$ cat config.mk
export PLATFORM = sky130hd
export DESIGN_NAME = assocArray
export DESIGN_NICKNAME = d
export VERILOG_FILES = /design/src/rtl/assocPkg.sv /design/src/rtl/assocCtrl.sv /design/src/rtl/assocDatapath.sv /design/src/rtl/assocSummary.sv /design/src/rtl/assocArray.sv
export SDC_FILE = /design/constraint.sdc
export NUM_CORES = 1
export LEC_CHECK = 0
export BUFFER_PORTS_ARGS = -buffer_cell sky130_fd_sc_hd__buf_2
export CAP_MARGIN = 20
export CORE_MARGIN = 1
export CORE_UTILIZATION = 60
export DETAILED_ROUTE_END_ITERATION = 12
export MAX_ROUTING_LAYER = met4
export PLACE_DENSITY = 0.82
export REMOVE_ABC_BUFFERS = 1
export SYNTH_ARGS = -nofsm -noshare
export SYNTH_HDL_FRONTEND = slang
export SYNTH_SLANG_ARGS = --single-unit
$ cat constraint.sdc
create_clock -name clk -period 5 [get_ports clk]
set_clock_uncertainty 0.15 [all_clocks]
set_input_delay 0.75 -clock clk [delete_from_list [all_inputs] [get_ports clk]]
set_output_delay 0.75 -clock clk [all_outputs]
set_load 0.05 [all_outputs]
$ cat src/rtl/assocPkg.sv
package assocPkg;
  typedef enum logic [2:0] {
    CMD_IDLE   = 3'd0,
    CMD_LDCMP  = 3'd1,
    CMD_LDMASK = 3'd2,
    CMD_SEARCH = 3'd3,
    CMD_PWRITE = 3'd4,
    CMD_CLEAR  = 3'd5
  } cmdCode_e;

  typedef struct packed {
    logic ldCmp;
    logic ldMask;
    logic search;
    logic pwrite;
    logic clrMarks;
  } ctlStrobes_t;
endpackage

$ cat src/rtl/assocCtrl.sv
module assocCtrl
  import assocPkg::*;
(
  input  logic [2:0]  cmd,
  output ctlStrobes_t ctl
);
  always_comb begin
    ctl = '0;
    case (cmd)
      CMD_LDCMP:  ctl.ldCmp    = 1'b1;
      CMD_LDMASK: ctl.ldMask   = 1'b1;
      CMD_SEARCH: ctl.search   = 1'b1;
      CMD_PWRITE: ctl.pwrite   = 1'b1;
      CMD_CLEAR:  ctl.clrMarks = 1'b1;
      default:    ctl = '0;
    endcase
  end
endmodule

$ cat src/rtl/assocDatapath.sv
module assocDatapath
  import assocPkg::*;
#(
  parameter int WORD_W = 16,
  parameter int DEPTH  = 16,
  localparam int AW    = $clog2(DEPTH)
)(
  input  logic              clk,
  input  logic              rstN,
  input  ctlStrobes_t       ctl,
  input  logic [WORD_W-1:0] cmdData,
  input  logic              wrEn,
  input  logic [AW-1:0]     wrAddr,
  input  logic [WORD_W-1:0] wrData,
  input  logic [AW-1:0]     rdAddr,
  output logic [WORD_W-1:0] rdData,
  output logic [DEPTH-1:0]  marks
);
  logic [WORD_W-1:0] words [DEPTH];
  logic [WORD_W-1:0] cmpReg;
  logic [WORD_W-1:0] maskReg;
  logic [DEPTH-1:0]  hit;

  // per-word comparison logic
  for (genvar g = 0; g < DEPTH; g++) begin : g_cmp
    assign hit[g] = ~|((words[g] ^ cmpReg) & maskReg);
  end

  always_ff @(posedge clk) begin
    if (!rstN) begin
      cmpReg  <= '0;
      maskReg <= '0;
    end else begin
      if (ctl.ldCmp)  cmpReg  <= cmdData;
      if (ctl.ldMask) maskReg <= cmdData;
    end
  end

  always_ff @(posedge clk) begin
    if (!rstN) begin
      for (int i = 0; i < DEPTH; i++) begin
        words[i] <= '0;
        marks[i] <= 1'b0;
      end
    end else begin
      for (int i = 0; i < DEPTH; i++) begin
        if (wrEn && (wrAddr == AW'(i))) begin
          words[i] <= wrData;
          marks[i] <= 1'b0;
        end else begin
          if (ctl.pwrite && marks[i])
            words[i] <= (words[i] & ~maskReg) | (cmpReg & maskReg);
          if (ctl.search)
            marks[i] <= hit[i];
          else if (ctl.clrMarks)
            marks[i] <= 1'b0;
        end
      end
    end
  end

  always_ff @(posedge clk) begin
    if (!rstN) rdData <= '0;
    else       rdData <= words[rdAddr];
  end
endmodule

$ cat src/rtl/assocSummary.sv
module assocSummary #(
  parameter int DEPTH = 16,
  localparam int AW   = $clog2(DEPTH),
  localparam int CW   = $clog2(DEPTH + 1)
)(
  input  logic [DEPTH-1:0] marks,
  output logic [CW-1:0]    matchCount,
  output logic             anyMatch,
  output logic [AW-1:0]    firstAddr
);
  always_comb begin
    matchCount = '0;
    for (int i = 0; i < DEPTH; i++)
      matchCount = matchCount + CW'(marks[i]);
  end

  always_comb begin
    firstAddr = '0;
    for (int i = DEPTH - 1; i >= 0; i--)
      if (marks[i]) firstAddr = AW'(i);
  end

  assign anyMatch = |marks;
endmodule

$ cat src/rtl/assocArray.sv
module assocArray
  import assocPkg::*;
#(
  parameter int WORD_W = 16,
  parameter int DEPTH  = 16,
  localparam int AW    = $clog2(DEPTH),
  localparam int CW    = $clog2(DEPTH + 1)
)(
  input  logic              clk,
  input  logic              rstN,
  input  logic [2:0]        cmd,
  input  logic [WORD_W-1:0] cmdData,
  input  logic              wrEn,
  input  logic [AW-1:0]     wrAddr,
  input  logic [WORD_W-1:0] wrData,
  input  logic [AW-1:0]     rdAddr,
  output logic [WORD_W-1:0] rdData,
  output logic [DEPTH-1:0]  marks,
  output logic [CW-1:0]     matchCount,
  output logic              anyMatch,
  output logic [AW-1:0]     firstAddr
);
  ctlStrobes_t ctl;

  assocCtrl u_ctrl (.cmd(cmd), .ctl(ctl));

  assocDatapath #(.WORD_W(WORD_W), .DEPTH(DEPTH)) u_dp (
    .clk(clk), .rstN(rstN), .ctl(ctl), .cmdData(cmdData),
    .wrEn(wrEn), .wrAddr(wrAddr), .wrData(wrData),
    .rdAddr(rdAddr), .rdData(rdData), .marks(marks)
  );

  assocSummary #(.DEPTH(DEPTH)) u_sum (
    .marks(marks), .matchCount(matchCount),
    .anyMatch(anyMatch), .firstAddr(firstAddr)
  );
endmodule

==> out/metrics.cfg, run 1 <==
[final_layout]
final_util=0.670
fill_cells=2779
area_growth_pct=8.65
multi_input_area_sq_um=11300
drive_gt1_frac=0.146
finalNetCount=2244
regArea_sq_um=8970

[run_status]
status=finished with violations
violations=setup timing

[yosys]
synthTopCellsByCount=nand2_1, a21oi_1, edfxtp_1
synth_edf_count=256
synth.cell_area_sq_um=21500
async_reset_ff_frac=0
yosysUniqueCellTypes=56
ys.flop_type=edfxtp_1
yosys.area.top_type=edfxtp_1
yosysWarningCount=0
ys_seq_area_frac=0.417
syn_inst=2220
synth.avg_cell_area_sq_um=9.69
ys_top_cells_by_area=edfxtp_1, mux4_2, xnor2_1, nand2_1, a21oi_1
yosys.cell_count.top_type=nand2_1
synth_top_area_share=0.357
ys_ff_latch=320

[hold_path]
worstHoldPathType=in2reg
min-delay-start=cmdData[11]
hold-path-endpoint=u_dp.cmpReg[11]$_SDFFE_PN0N_
hold_path_depth=3

[sta]
setup_ws_ps=-217
relSlewSlack=0.152
rsz0062_at_grt=true
fmax_mhz=192
slew_violations=0
hold_ws_ps=274
tightestPinTransition_ps=1270
final_hold_viol_count=0
post-route-period-util=1.04
finalSetupViolations=4
period_needed_ps=5220

[floorplanning]
die_w_microns=191
rows=68
dieArea_sq_um=36600
io_pins=88
die_y_microns=191
core_sq_um=34900
start_util=0.617

[cts]
cts_buffers=38
insertion_delay_ps=580
cts.path.max_buffers=3
cts.sinks=320
clk_pin_slew_ps=60
cts_root_buf=clkbuf_16
cts_tree=done
cts_max_level=2
hold_buffers=0

[critical_path]
critPathTopFamily=adder cells
crit_path_max_incr_delay_ps=510
critPathMaxFanout=2
crit_arrival_ps=4320
r2r-start=u_dp.maskReg[5]$_SDFFE_PN0N_
reg2reg_to=u_dp.marks[2]$_SDFFE_PP0P_
rrSetupSlack_ps=1700
cp-start-kind=register
crit_type=reg2out
cp_cell_sequence=inv_2, ha_4, inv_2, fa_1, fa_1, fa_1, fa_1, fa_2, fa_2, nor2b_1, o21a_1, buf_6
critPathBufInv=3
crit_path_end_kind=primary output
crit_required_ps=4100
cp_slowest_cell=fa_1
ff2ff_path_depth=5
cp_common_cell=fa_1

[detailed_routing]
finalWirelength_mm=89.3
vias=19800
first_pass_iters=8
routed_via_density=7.42
wl_per_cell_microns=33.4
drc=0
drt_iter0_drc=3888
postRouteAntennaNets=0

[placement]
dp_hpwl_mm=59.3
io_buffers=87
gp_congestion=1.12

[power]
p_comb_frac=0.178
irDropWorstVdd_mv=0.282
p_clk_frac=0.376
internal_power_mw=5.05
powerDensity_nw_per_um2=309
seqPwrFrac=0.446
p_sw_frac=0.300
p_switching_mw=2.16
p_leak_nw=8.88

[global_route]
antenna_found_initial=8
gr-total-overflow=0
grt_max_degree=88
grt_pass1_vias=18000
grt_usage=0.504
grt_pass1_wl_mm=126

[job]
max-cap-violations=0

power groups by stage:
stage | registers (mW) | logic (mW) | clock network, mW
3_3_place_gp | 3.25 | 1.19 | 0
3_5_place_dp | 3.26 | 1.20 | 0
2_1_floorplan | 3.28 | 0.666 | 0
6_report | 3.22 | 1.28 | 2.71
5_1_grt | 3.22 | 1.33 | 2.79
4_1_cts | 3.21 | 1.22 | 2.70
final cells by class:
class / instances / share of cell area
multi-input combinational: 1612 / 0.482
inverter: 43 / 0.00723
timing repair buffer: 166 / 0.0519
tap: 455 / 0.0244
clock inverter: 13 / 0.00380
clock buffer: 56 / 0.0462
sequential: 320 / 0.384
antenna: 9 / 0.000963
flip-flops by register name, summed over array words and instances, names as in the netlist, named ones only:
signal and count:
u_dp.cmpReg 16, u_dp.marks 16, u_dp.words 240, u_dp.maskReg 16, u_dp.rdData 16
layout by cell type, fill, tap and decap left out, types with 9 or more instances in the layout:
cell type	instances
clkbuf_16	39
dfxtp_1	62
and2_1	34
o22ai_1	80
edfxtp_1	256
diode_2	9
a22oi_1	22
xnor2_1	181
or4_1	26
xor2_1	78
o211a_1	96
clkbuf_1	13
buf_4	68
buf_2	81
clkinv_1	11
inv_1	31
mux4_2	80
nand2_1	387
a21o_1	23
a21oi_1	267
nor2_1	23
nand3_1	26
a21boi_1	16
a21boi_0	20
o21ai_0	164
per-layer routing:
| metal | vias to the layer above | global-route usage | wire, microns |
|---|---|---|---|
| met4 | 0 | 0.326 | 6720 |
| met1 | 9417 | 0.624 | 30200 |
| met5 | - | - | 0 |
| met3 | 431 | 0.174 | 14700 |
| met2 | 2027 | 0.698 | 37600 |
| li1 | 7966 | - | - |
kinds of logic (layout without fill, tap and decap cells):
logic type | count (synthesis) | after routing | synth area share
xor gates and xnor gates | 259 | 259 | 0.105
muxes | 80 | 80 | 0.0837
and+or+nand+nor | 537 | 537 | 0.110
adders and majority gates | 17 | 17 | 0.0134
AOI/OAI and AO/OA | 719 | 719 | 0.209
buffers and inverters | 288 | 278 | 0.0620
other | 0 | 9 | 0
DFF | 320 | 320 | 0.417
tightest hold or removal path, cell delays in order:
cell and delay (ps):
buf_2 100, nand2_1 50, a21boi_1 50
worst max-delay path by stage:
| stage | start | endpoint | slack (ps) | depth (start not counted) |
|---|---|---|---|---|
| after floorplan | u_dp.marks[0]$_SDFFE_PP0P_ | matchCount[2] | -650 | 10 |
| after global placement | u_dp.marks[0]$_SDFFE_PP0P_ | matchCount[4] | 140 | 12 |
| after detailed placement | u_dp.marks[0]$_SDFFE_PP0P_ | matchCount[4] | 110 | 12 |
| after CTS | u_dp.marks[1]$_SDFFE_PP0P_ | matchCount[4] | -220 | 12 |
| after global routing | u_dp.marks[0]$_SDFFE_PP0P_ | matchCount[4] | -280 | 12 |
| final | u_dp.marks[1]$_SDFFE_PP0P_ | matchCount[4] | -220 | 12 |
stage by stage:
step	cell area [sq um]	cells	TNS (ps)	total power, mW	worst slack, ps
after floorplan	20300	1975	-1550	3.94	-654
after global placement	21900	2581	0	4.45	143
after detailed placement	22000	2583	0	4.46	108
after CTS	23200	2654	-608	7.12	-218
after global routing	23400	2673	-918	7.34	-280
final	23400	2674	-575	7.21	-217
repair_timing:
| item | CTS | global route |
|---|---|---|
| setup buffers | 2 | 1 |
| gates resized for setup | 14 | 1 |
| pin swaps | 1 | 0 |
| setup endpoints to repair | 4 | 4 |
No activity file was read; power rests on OpenSTA's default activity.
==> run 2: changes to the inputs <==
CELL_PAD_IN_SITES_DETAIL_PLACEMENT = 2   (was not set)
CELL_PAD_IN_SITES_GLOBAL_PLACEMENT = 2   (was not set)
CORE_MARGIN = 3   (was 1)
CORE_UTILIZATION = 41   (was 60)
PLACE_DENSITY = 0.85   (was 0.82)
REMOVE_ABC_BUFFERS = not set   (was 1)
==> run 2 against run 1 <==
  * The flow still finishes with violations (setup timing)
  * Non-clock buffer count did not move
  * Power rose by 3.1%
  * Worst setup slack got worse by 3.6 ps
  * Core utilization fell by 21 points
  * Cell area rose by 1.6%
  * Sequential cell count did not move
  * Combinational power rose by 6%
  * Critical endpoint unchanged
==> out/metrics.cfg, run 2 (synthesized netlist as in run 1, its figures left out) <==
[global_route]
gr-total-overflow=0  ; unchanged
antenna_found_initial=5  ; -3
grt_pass1_wl_mm=148  ; +18%
grt_pass1_vias=20400  ; +13%
grt_max_degree=87  ; -1.1%
grt_usage=0.370  ; -0.134

[critical_path]
crit_path_end_kind=primary output
crit_path_max_incr_delay_ps=510  ; about the same
cp_slowest_cell=fa_1
critPathMaxFanout=2  ; unchanged
cp_cell_sequence=inv_4, ha_4, inv_2, fa_1, fa_1, fa_1, fa_1, fa_2, fa_2, nor2b_1, o21a_2, buf_8
cp-start-kind=register
crit_required_ps=4100  ; about the same
crit_type=reg2out
cp_common_cell=fa_1
crit_arrival_ps=4320  ; about the same

[final_layout]
mostFrequentLayoutCell=nand2_1
top_register=u_dp.words
final_util=0.460  ; -0.210
final_cell_mix=nand2_1, a21oi_1, edfxtp_1
regArea_sq_um=8980  ; about the same
fin_cells=2897  ; +8.3%
area_growth_pct=10.4
multi_input_area_sq_um=11300  ; +0.39%
drive_gt1_frac=0.152  ; +0.00581
finalNetCount=2245  ; +0.045%
fill_cells=5324  ; +92%
largest_register_ff_count=240  ; unchanged

[hold_path]
worstHoldPathType=in2reg

[placement]
io_buffers=87  ; unchanged
placed_cells=2804  ; +8.6%
gp_congestion=0.981  ; -13%
dp_hpwl_mm=70.1  ; +18%

[floorplanning]
dieArea_sq_um=55300  ; +51%
die_w_microns=235  ; +23%
core_sq_um=51600  ; +48%
io_pins=88  ; unchanged
die_y_microns=235  ; +23%
rows=83  ; +22%
start_util=0.417  ; -0.200

[cts]
cts.sinks=320  ; unchanged
cts_max_level=2  ; unchanged
clk_pin_slew_ps=60  ; about the same
cts_tree=done
cts_buffers=39  ; +2.6%
cts.path.max_buffers=3  ; unchanged
insertion_delay_ps=590  ; about the same
cts_root_buf=clkbuf_16
hold_buffers=0  ; unchanged

[power]
p_leak_nw=8.93  ; +0.55%
irDropWorstVdd_mv=0.260  ; -7.6%
powerDensity_nw_per_um2=313  ; +1.5%
power_mw=7.44  ; +3.1%

[detailed_routing]
drc=0  ; unchanged
routed_via_density=7.01  ; -5.5%
drt_iter0_drc=3286  ; -15%
finalWirelength_mm=105  ; +18%
wl_per_cell_microns=36.2  ; +8.5%
first_pass_iters=8  ; unchanged
postRouteAntennaNets=0  ; unchanged
vias=20300  ; +2.4%

[sta]
post-route-period-util=1.04  ; about the same
finalSetupViolations=4  ; unchanged
relSlewSlack=0.149  ; -0.00291
setup_ws_ps=-221  ; -3.61 ps
rsz0062_at_grt=true
period_needed_ps=5220  ; +3.61 ps
final_hold_viol_count=0  ; unchanged
fmax_mhz=192  ; about the same
tightestPinTransition_ps=1280  ; +9.04 ps
slew_violations=0  ; unchanged

[yosys]
syn_nets=2283

[run_status]
violations=setup timing
status=finished with violations

[job]
max-cap-violations=0  ; unchanged

[run 2: cell types whose count changed in the layout (fill, tap and decap cells not counted), sizes merged]
cell	before	now
clkbuf	56	66
clkinv	15	9
diode	9	6
buf	166	165
bufinv	1	0
clkinvlp	1	0
[run 2: where the power goes]
part	switching, mW	internal [mW]
Clock	1.25	1.59
Sequential	0.199	3.04
Combinational	0.877	0.481
[run 2: timing repair]
action | 4_1_cts | 5_1_grt
resized for setup | 17 | 2
setup endpoints to repair | 4 | 4
setup buffers | 2 | 0
pin swaps | 5 | 2
[run 2: worst max-delay path, delay by kind of cell, from the launching register on]
family / cells / cell delay [ps]
flip-flops: 1 / 370
buffers and inverters: 3 / 210
AND/OR/NAND/NOR: 1 / 130
adder cells (fa/ha/maj): 7 / 2900
AO/OA/AOI/OAI: 1 / 140
[run 2: worst paths after layout]
kind                                              startpoint                     endpoint  slack (ps)  cells after the start
worst max-delay path              u_dp.marks[0]$_SDFFE_PP0P_                matchCount[4]        -220                     12
worst min-delay path                              cmdData[9]  u_dp.cmpReg[9]$_SDFFE_PN0N_         280                      3
worst max register to register  u_dp.maskReg[3]$_SDFFE_PN0N_   u_dp.marks[0]$_SDFFE_PP0P_        1760                      4
worst min register to register   u_dp.marks[12]$_SDFFE_PP0P_  u_dp.marks[12]$_SDFFE_PP0P_         390                      2
[run 2: layer usage]
metal	GRT usage	vias to the layer above	part of all wire
li1	-	7957	-
met1	0.476	10500	0.39
met2	0.564	1548	0.45
met3	0.0879	342	0.11
met4	0.147	0	0.052
met5	-	-	0
[run 2: per-stage QoR]
step / TNS, ps / hold WS (ps) / instance area (sq um) / setup WS (ps)
after floorplan: 0 / 331 / 21600 / 11.1
after global placement: 0 / 353 / 22200 / 58.2
after detailed placement: 0 / 372 / 22200 / 35.0
after CTS: -487 / 263 / 23500 / -212
after global routing: -901 / 291 / 23800 / -320
final: -537 / 282 / 23800 / -221
[run 2: final cells by class]
| cell class | count | area share |
|---|---|---|
| Antenna cell | 6 | 0.000632 |
| Clock buffer | 65 | 0.0494 |
| Clock inverter | 5 | 0.00111 |
| Inverter | 43 | 0.00732 |
| Multi-Input combinational cell | 1612 | 0.476 |
| Sequential cell | 320 | 0.378 |
| Tap cell | 680 | 0.0358 |
| Timing Repair Buffer | 166 | 0.0518 |
